File: src/rtl/gapcorr_pkg.sv
package gapcorr_pkg;
  localparam int BND_PER_STAGE = 2;
  localparam int BND_LO        = 0;
  localparam int BND_HI        = 1;
endpackage

File: src/rtl/gapcorr_gapsel.sv
module gapcorr_gapsel #(
  parameter int GAP_W     = 8,
  parameter int HALF_BIT  = 1,
  parameter int REDUNDANT = 1
) (
  input  logic [1:0]              dec2,
  input  logic signed [GAP_W-1:0] gap_lo,
  input  logic signed [GAP_W-1:0] gap_hi,
  output logic signed [GAP_W+1:0] amt
);
  localparam int AW = GAP_W + 2;

  logic signed [GAP_W-1:0] eff_lo;
  logic signed [GAP_W-1:0] eff_hi;
  logic signed [AW-1:0]    term_lo;
  logic signed [AW-1:0]    term_hi;

  generate
    if (REDUNDANT != 0) begin : g_signed
      assign eff_lo = gap_lo;
      assign eff_hi = gap_hi;
    end else begin : g_clamp
      assign eff_lo = gap_lo[GAP_W-1] ? '0 : gap_lo;
      assign eff_hi = gap_hi[GAP_W-1] ? '0 : gap_hi;
    end
  endgenerate

  always_comb begin
    term_lo = '0;
    if (dec2[0]) term_lo = $signed({{(AW-GAP_W){eff_lo[GAP_W-1]}}, eff_lo});
  end

  generate
    if (HALF_BIT != 0) begin : g_two_cmp
      always_comb begin
        term_hi = '0;
        if (dec2[1]) term_hi = $signed({{(AW-GAP_W){eff_hi[GAP_W-1]}}, eff_hi});
      end
    end else begin : g_one_cmp
      assign term_hi = '0;
    end
  endgenerate

  assign amt = term_lo + term_hi;
endmodule

File: src/rtl/gapcorr_stage.sv
module gapcorr_stage
  import gapcorr_pkg::*;
#(
  parameter int SW        = 13,
  parameter int GAP_W     = 8,
  parameter int DEC_W     = 6,
  parameter int STG       = 0,
  parameter int HALF_BIT  = 1,
  parameter int REDUNDANT = 1
) (
  input  logic                    clk,
  input  logic                    rst_n,
  input  logic                    in_valid,
  input  logic signed [SW-1:0]    in_sample,
  input  logic [DEC_W-1:0]        in_dec,
  input  logic signed [GAP_W-1:0] gap_lo,
  input  logic signed [GAP_W-1:0] gap_hi,
  output logic                    out_valid,
  output logic signed [SW-1:0]    out_sample,
  output logic [DEC_W-1:0]        out_dec
);
  localparam int AW = GAP_W + 2;
  localparam int WW = SW + 1;
  localparam logic signed [SW-1:0] SMAX = {1'b0, {(SW-1){1'b1}}};
  localparam logic signed [SW-1:0] SMIN = {1'b1, {(SW-1){1'b0}}};

  logic [1:0]           my_dec;
  logic signed [AW-1:0] amt;
  logic signed [WW-1:0] wide;
  logic signed [SW-1:0] smp_d;
  logic signed [SW-1:0] smp_q;
  logic [DEC_W-1:0]     dec_q;
  logic                 valid_q;

  assign my_dec = in_dec[BND_PER_STAGE*STG +: BND_PER_STAGE];

  gapcorr_gapsel #(
    .GAP_W(GAP_W), .HALF_BIT(HALF_BIT), .REDUNDANT(REDUNDANT)
  ) u_sel (
    .dec2(my_dec), .gap_lo(gap_lo), .gap_hi(gap_hi), .amt(amt)
  );

  always_comb begin
    wide = $signed({in_sample[SW-1], in_sample})
         - $signed({{(WW-AW){amt[AW-1]}}, amt});
    if (wide[WW-1] != wide[WW-2]) smp_d = wide[WW-1] ? SMIN : SMAX;
    else                          smp_d = wide[SW-1:0];
  end

  always_ff @(posedge clk or negedge rst_n) begin
    if (!rst_n) begin
      valid_q <= 1'b0;
      smp_q   <= '0;
      dec_q   <= '0;
    end else begin
      valid_q <= in_valid;
      if (in_valid) begin
        smp_q <= smp_d;
        dec_q <= in_dec;
      end
    end
  end

  assign out_valid  = valid_q;
  assign out_sample = smp_q;
  assign out_dec    = dec_q;


  no_dec_pass_chk: assert property (@(posedge clk) disable iff (!rst_n)
    (in_valid && my_dec == 2'b00) |=> smp_q == $past(in_sample));


  idle_hold_chk: assert property (@(posedge clk) disable iff (!rst_n)
    !in_valid |=> ($stable(smp_q) && !valid_q));


  sat_top_chk: assert property (@(posedge clk) disable iff (!rst_n)
    (in_valid && in_sample == SMAX && amt < 0) |=> smp_q == SMAX);

  generate
    if (REDUNDANT == 0) begin : g_chk_clamp

      never_rise_chk: assert property (@(posedge clk) disable iff (!rst_n)
        in_valid |=> smp_q <= $past(in_sample));
    end
    if (HALF_BIT == 0) begin : g_chk_one

      upper_ignored_chk: assert property (@(posedge clk) disable iff (!rst_n)
        (in_valid && !my_dec[BND_LO]) |=> smp_q == $past(in_sample));
    end
  endgenerate
endmodule

File: src/rtl/gapcorr_chain.sv
module gapcorr_chain
  import gapcorr_pkg::*;
#(
  parameter int RAW_W     = 12,
  parameter int GAP_W     = 8,
  parameter int NCAL      = 3,
  parameter int HALF_BIT  = 1,
  parameter int REDUNDANT = 1
) (
  input  logic                           clk,
  input  logic                           rst_n,
  input  logic                           in_valid,
  input  logic [RAW_W-1:0]               in_raw,
  input  logic [BND_PER_STAGE*NCAL-1:0]  in_dec,
  input  logic [BND_PER_STAGE*NCAL*GAP_W-1:0] in_gap,
  output logic                           out_valid,
  output logic signed [RAW_W:0]          out_sample
);
  localparam int SW    = RAW_W + 1;
  localparam int DEC_W = BND_PER_STAGE * NCAL;

  logic                 vld [0:NCAL];
  logic signed [SW-1:0] smp [0:NCAL];
  logic [DEC_W-1:0]     dec [0:NCAL-1];
  logic [DEC_W-1:0]     dec_last;

  assign vld[0] = in_valid;
  assign smp[0] = $signed({1'b0, in_raw});
  assign dec[0] = in_dec;

  genvar p;
  generate
    for (p = 0; p < NCAL; p++) begin : g_pos
      localparam int S = NCAL - 1 - p;
      logic [DEC_W-1:0] dec_o;

      gapcorr_stage #(
        .SW(SW), .GAP_W(GAP_W), .DEC_W(DEC_W), .STG(S),
        .HALF_BIT(HALF_BIT), .REDUNDANT(REDUNDANT)
      ) u_stage (
        .clk       (clk),
        .rst_n     (rst_n),
        .in_valid  (vld[p]),
        .in_sample (smp[p]),
        .in_dec    (dec[p]),
        .gap_lo    (in_gap[(BND_PER_STAGE*S+BND_LO)*GAP_W +: GAP_W]),
        .gap_hi    (in_gap[(BND_PER_STAGE*S+BND_HI)*GAP_W +: GAP_W]),
        .out_valid (vld[p+1]),
        .out_sample(smp[p+1]),
        .out_dec   (dec_o)
      );

      if (p < NCAL - 1) begin : g_fwd
        assign dec[p+1] = dec_o;
      end else begin : g_tail
        assign dec_last = dec_o;
      end
    end
  endgenerate

  assign out_valid  = vld[NCAL];
  assign out_sample = smp[NCAL];


  no_dec_nonneg_chk: assert property (@(posedge clk) disable iff (!rst_n)
    (out_valid && dec_last == '0) |-> !out_sample[RAW_W]);
endmodule

File: config.mk
export PLATFORM = sky130hd
export DESIGN_NAME = gapcorr_chain
export DESIGN_NICKNAME = d
export VERILOG_FILES = /design/src/rtl/gapcorr_pkg.sv /design/src/rtl/gapcorr_gapsel.sv /design/src/rtl/gapcorr_stage.sv /design/src/rtl/gapcorr_chain.sv
export SDC_FILE = /design/constraint.sdc
export NUM_CORES = 1
export LEC_CHECK = 0
export ABC_CLOCK_PERIOD_IN_PS = 6000
export BUFFER_PORTS_ARGS = -buffer_cell sky130_fd_sc_hd__buf_2
export CAP_MARGIN = 10
export CORE_MARGIN = 10
export CORE_UTILIZATION = 50
export CTS_CLUSTER_SIZE = 24
export DETAILED_ROUTE_END_ITERATION = 8
export PLACE_DENSITY_LB_ADDON = 0.12
export SKIP_LAST_GASP = 1
export SYNTH_ARGS = -nofsm -noshare
export SYNTH_HDL_FRONTEND = slang
export SYNTH_SLANG_ARGS = --single-unit
File: constraint.sdc
create_clock -name clk -period 6 [get_ports clk]
set_clock_uncertainty 0.05 [all_clocks]
set_input_delay 0 -clock clk [delete_from_list [all_inputs] [get_ports clk]]
set_output_delay 0 -clock clk [all_outputs]
set_load 0.01 [all_outputs]
==> run_results.csv <==
group,metric,value,unit
status,outcome,"completed",
setup_path,path_delay_family,"simple AND/OR/NAND/NOR gates",
synth,ys.flop_type,"dfrtp_1",
power,pwr-share-clk,0.120,
power,p_seq_frac,0.259,
global_route,grt_pass1_vias,4408,
setup_path,worstPathRequired,6.12,ns
clock_network,cts_tree,"yes",
synth,yosysWarnings,0,
synth,ys_async_sr_fraction,1.00,
synth,synth_top_area_frac,0.249,
global_route,grt_use_total,0.162,
floorplanning,start_util,0.517,
min_path,hp-class,"primary input to register",
timing,slew_headroom,0.294,
synth,synthAdderAreaFrac,0.157,
route,vias,4229,
route,drtAntennaViolNets,0,
global_route,grt_use_met1,0.198,
timing,fin_hold_ws,0.0432,ns
power,power_switching,0.000895,W
synth,syn_inst,562,
global_route,grtUsageMet2,0.289,
clock_network,clock_latency,0.31,ns
timing,finalSetupViolations,0,
power,intPower,0.00113,W
synth,ys_seq_area_frac,0.249,
clock_network,path_clk_slew,0.10,ns
placed_design,gp_congestion,0.828,
placed_design,dp.cells,760,
floorplanning,die_area,14000,µm²
timing,period_needed,4.56,ns
synth,synth-seq-cells,48,
synth,syn_avg_cell_area,8.58,µm²
synth,synth-compound-area-share,0.259,
synth,synth-simple-area-share,0.195,
timing,drv_slew,0,
floorplanning,die_y,118,µm
synth,syn_nets,688,
timing,rsz0062_at_grt,"false",
floorplanning,core-area,9330,µm²
route,drt_iter0_drc,164,
synth,synthTopCellsByArea,"dfrtp_1 (25%), ha_1 (13%), and2_1 (5.8%)",
global_route,grt_busiest_layer,"met2",
global_route,use_met3,0.0319,
route,drt-pass1-iter-count,4,
placed_design,io_buffers,82,
global_route,grt_pass1_wl,19900,µm
route,viasPerCell,5.47,
clock_network,numClockSinks,48,
power,power.density,368,nW/µm²
finish,nNetsFinal,769,
setup_path,critical_path.slowest_cell,"nor3_2",
synth,synthesis.area,4820,µm²
synth,synth_mux_area_frac,0.0205,
route,wl_per_cell,14.8,µm
power,swShare,0.442,
floorplanning,rows,35,
timing,max_freq,0.219,GHz
setup_path,start_kind,"register",
timing,worst_pin_slew,1.06,ns
synth,synth_top_family_by_area,"compound AO/OA/AOI/OAI gates",
setup_path,path_class,"register to register",
global_route,grt_max_degree,49,
setup_path,path_max_fanout,11,
setup_path,crit_chain,"and2_1 -> ha_1 -> inv_1 -> fa_1 -> nor2b_1 -> o21ai_0 -> nand2b_1 -> a21o_1 -> a21o_1 -> xnor2_1 -> ha_1 -> or3_1 -> o311ai_1 -> nand2_1 -> nor3b_2 -> o21bai_1 -> nor3_2 -> a211oi_2",
finish,fill_cells,878,
synth,synth_top_area_cell,"dfrtp_1",
finish,synthToLayoutAreaGrowth,14.1,%
setup_path,crit_buf_inv,1,
finish,fin_util,0.590,
run,drv_cap,0,
route,totalWireLength,11400,µm
global_route,antenna_found_initial,0,
floorplanning,ios,83,
power,p_comb_frac,0.621,
floorplanning,fp.dieW,118,µm
placed_design,place_hpwl,9460,µm
finish,diodes,0,
setup_path,critPathMaxStageDelay,0.56,ns
setup_path,endpoint_kind,"register",
timing,tns,0,ns
finish,drive_gt1_frac,0.179,
setup_path,arrival,4.68,ns
synth,synth_cell_types,61,
synth,synth_edf_count,0,
clock_network,cts-buffers-inserted,5,
clock_network,h-tree-depth,2,
route,drc_errors,0,
finish,stdcell_count,773,
synth,synth_xor_area_frac,0.0762,
clock_network,post_cts_buffers,0,
power,p_leak,2.58,nW
global_route,overflow,0,
timing,hold_viol_final,0,
power,ir_drop,0.174,mV
clock_network,cts_max_path_buffers,2,
timing,period_share,0.760,
clock_network,ctsRootBufferMaster,"clkbuf_8",
[worst register-to-register path, cell delays in order (launching register included)]
cell,delay [ns]
dfrtp_1,0.45
and2_1,0.17
ha_1,0.22
inv_1,0.08
fa_1,0.20
nor2b_1,0.05
o21ai_0,0.13
nand2b_1,0.10
a21o_1,0.19
a21o_1,0.19
xnor2_1,0.13
ha_1,0.23
or3_1,0.40
o311ai_1,0.36
nand2_1,0.15
nor3b_2,0.38
o21bai_1,0.29
nor3_2,0.56
a211oi_2,0.09
[path summary, 6_finish.rpt]
path                                             start                             end  slack, ns  cells after the start
max in group asynchronous                        rst_n  g_pos[0].u_stage.out_sample[1]       4.87                      2
hold / removal                                in_valid      g_pos[0].u_stage.out_valid       0.04                      1
hold reg to reg            g_pos[0].u_stage.out_dec[1]     g_pos[0].u_stage.out_dec[1]       0.46                      1
setup reg to reg           g_pos[0].u_stage.out_dec[2]  g_pos[1].u_stage.out_sample[8]       1.44                     18
setup / recovery           g_pos[0].u_stage.out_dec[2]  g_pos[1].u_stage.out_sample[8]       1.44                     18
min in group asynchronous                        rst_n      g_pos[2].u_stage.out_valid       0.37                      2
[metrics by stage]
stage	instance area (µm²)	power [W]	worst slack, ns
floorplan	4820	0.00149	1.92
global placement	5340	0.00176	1.58
detailed placement	5340	0.00179	1.42
CTS	5500	0.00204	1.40
global route	5500	0.00223	1.05
finish	5500	0.00203	1.44
[repair_timing]
| action | in CTS | in global routing |
|---|---|---|
| hold buffers | 5 | 0 |
| resized for setup | 0 | 0 |
| endpoints found under the hold margin | 52 | 0 |
[layer usage]
metal	vias up	wire length, µm
li1	2195	-
met1	1957	5280
met2	67	5710
met3	10	368
met4	0	92
met5	-	0
[synthesized netlist by cell type (3+ instances only)]
cell and n:
inv_1 38, nor2b_1 10, nand3_1 7, ha_1 51, o22ai_1 15, o21bai_1 5
dfrtp_1 48, o31a_1 3, and2_1 45, a211o_1 4, fa_1 6, a31oi_1 12
a211oi_1 6, nor4_1 6, mux2_2 7, nand2_1 23, a21o_1 15, a21oi_1 30
nand2b_1 13, o21a_1 12, o32ai_1 3, clkbuf_1 10, a211oi_2 8, nor2_1 52
or3_1 6, o21ai_0 28, xnor2_1 21, nor3_1 7, xor2_1 21, o21ai_1 7
o2bb2ai_1 3, a221oi_1 3
[layout by cell type, fill, tap and decap left out, types with 4 or more instances in the layout]
| cell | n |
|---|---|
| xor2_1 | 21 |
| xnor2_1 | 21 |
| nand3_1 | 7 |
| mux2_2 | 7 |
| fa_1 | 6 |
| inv_1 | 38 |
| nor2_1 | 52 |
| nand2_1 | 23 |
| o21a_1 | 12 |
| a211oi_1 | 6 |
| nand2b_1 | 13 |
| o22ai_1 | 15 |
| or3_1 | 6 |
| dlygate4sd3_1 | 5 |
| a21oi_1 | 30 |
| nor4_1 | 6 |
| o21ai_0 | 28 |
| buf_2 | 82 |
| and2_1 | 45 |
| nor2b_1 | 10 |
| a211o_1 | 4 |
| ha_1 | 51 |
| o21bai_1 | 5 |
| a31oi_1 | 12 |
| nor3_1 | 7 |
| clkbuf_8 | 5 |
| o21ai_1 | 7 |
| dfrtp_1 | 48 |
| a21o_1 | 15 |
| a211oi_2 | 8 |
[cell families after synthesis]
group | after synthesis
muxes | 9
adders and majority gates | 57
buffers and inverters | 52
AOI/OAI and AO/OA | 175
DFF | 48
xor gates and xnor gates | 42
and+or+nand+nor | 179
[area by class of cell]
class,instances,area [µm²],share of cell area
inverter,38,143,0.0259
tap,129,161,0.0293
multi-input combinational,462,3410,0.621
clock inverter,3,46.3,0.00841
clock buffer,5,68.8,0.0125
timing repair buffer,88,468,0.0850
sequential,48,1200,0.218
[registers in the layout, summed over array words and instances, names as in the netlist]
name / flops
g_pos.u_stage.out_dec: 6
g_pos.u_stage.out_sample: 39
g_pos.u_stage.out_valid: 3
[power groups by stage]
stage	combinational, W	sequential, W	clock [W]
global placement	0.00123	0.000530	0
floorplan	0.000961	0.000525	0
CTS	0.00127	0.000524	0.000249
global route	0.00143	0.000541	0.000261
finish	0.00126	0.000524	0.000243
detailed placement	0.00126	0.000529	0
No activity file was read; power rests on OpenSTA's default activity.
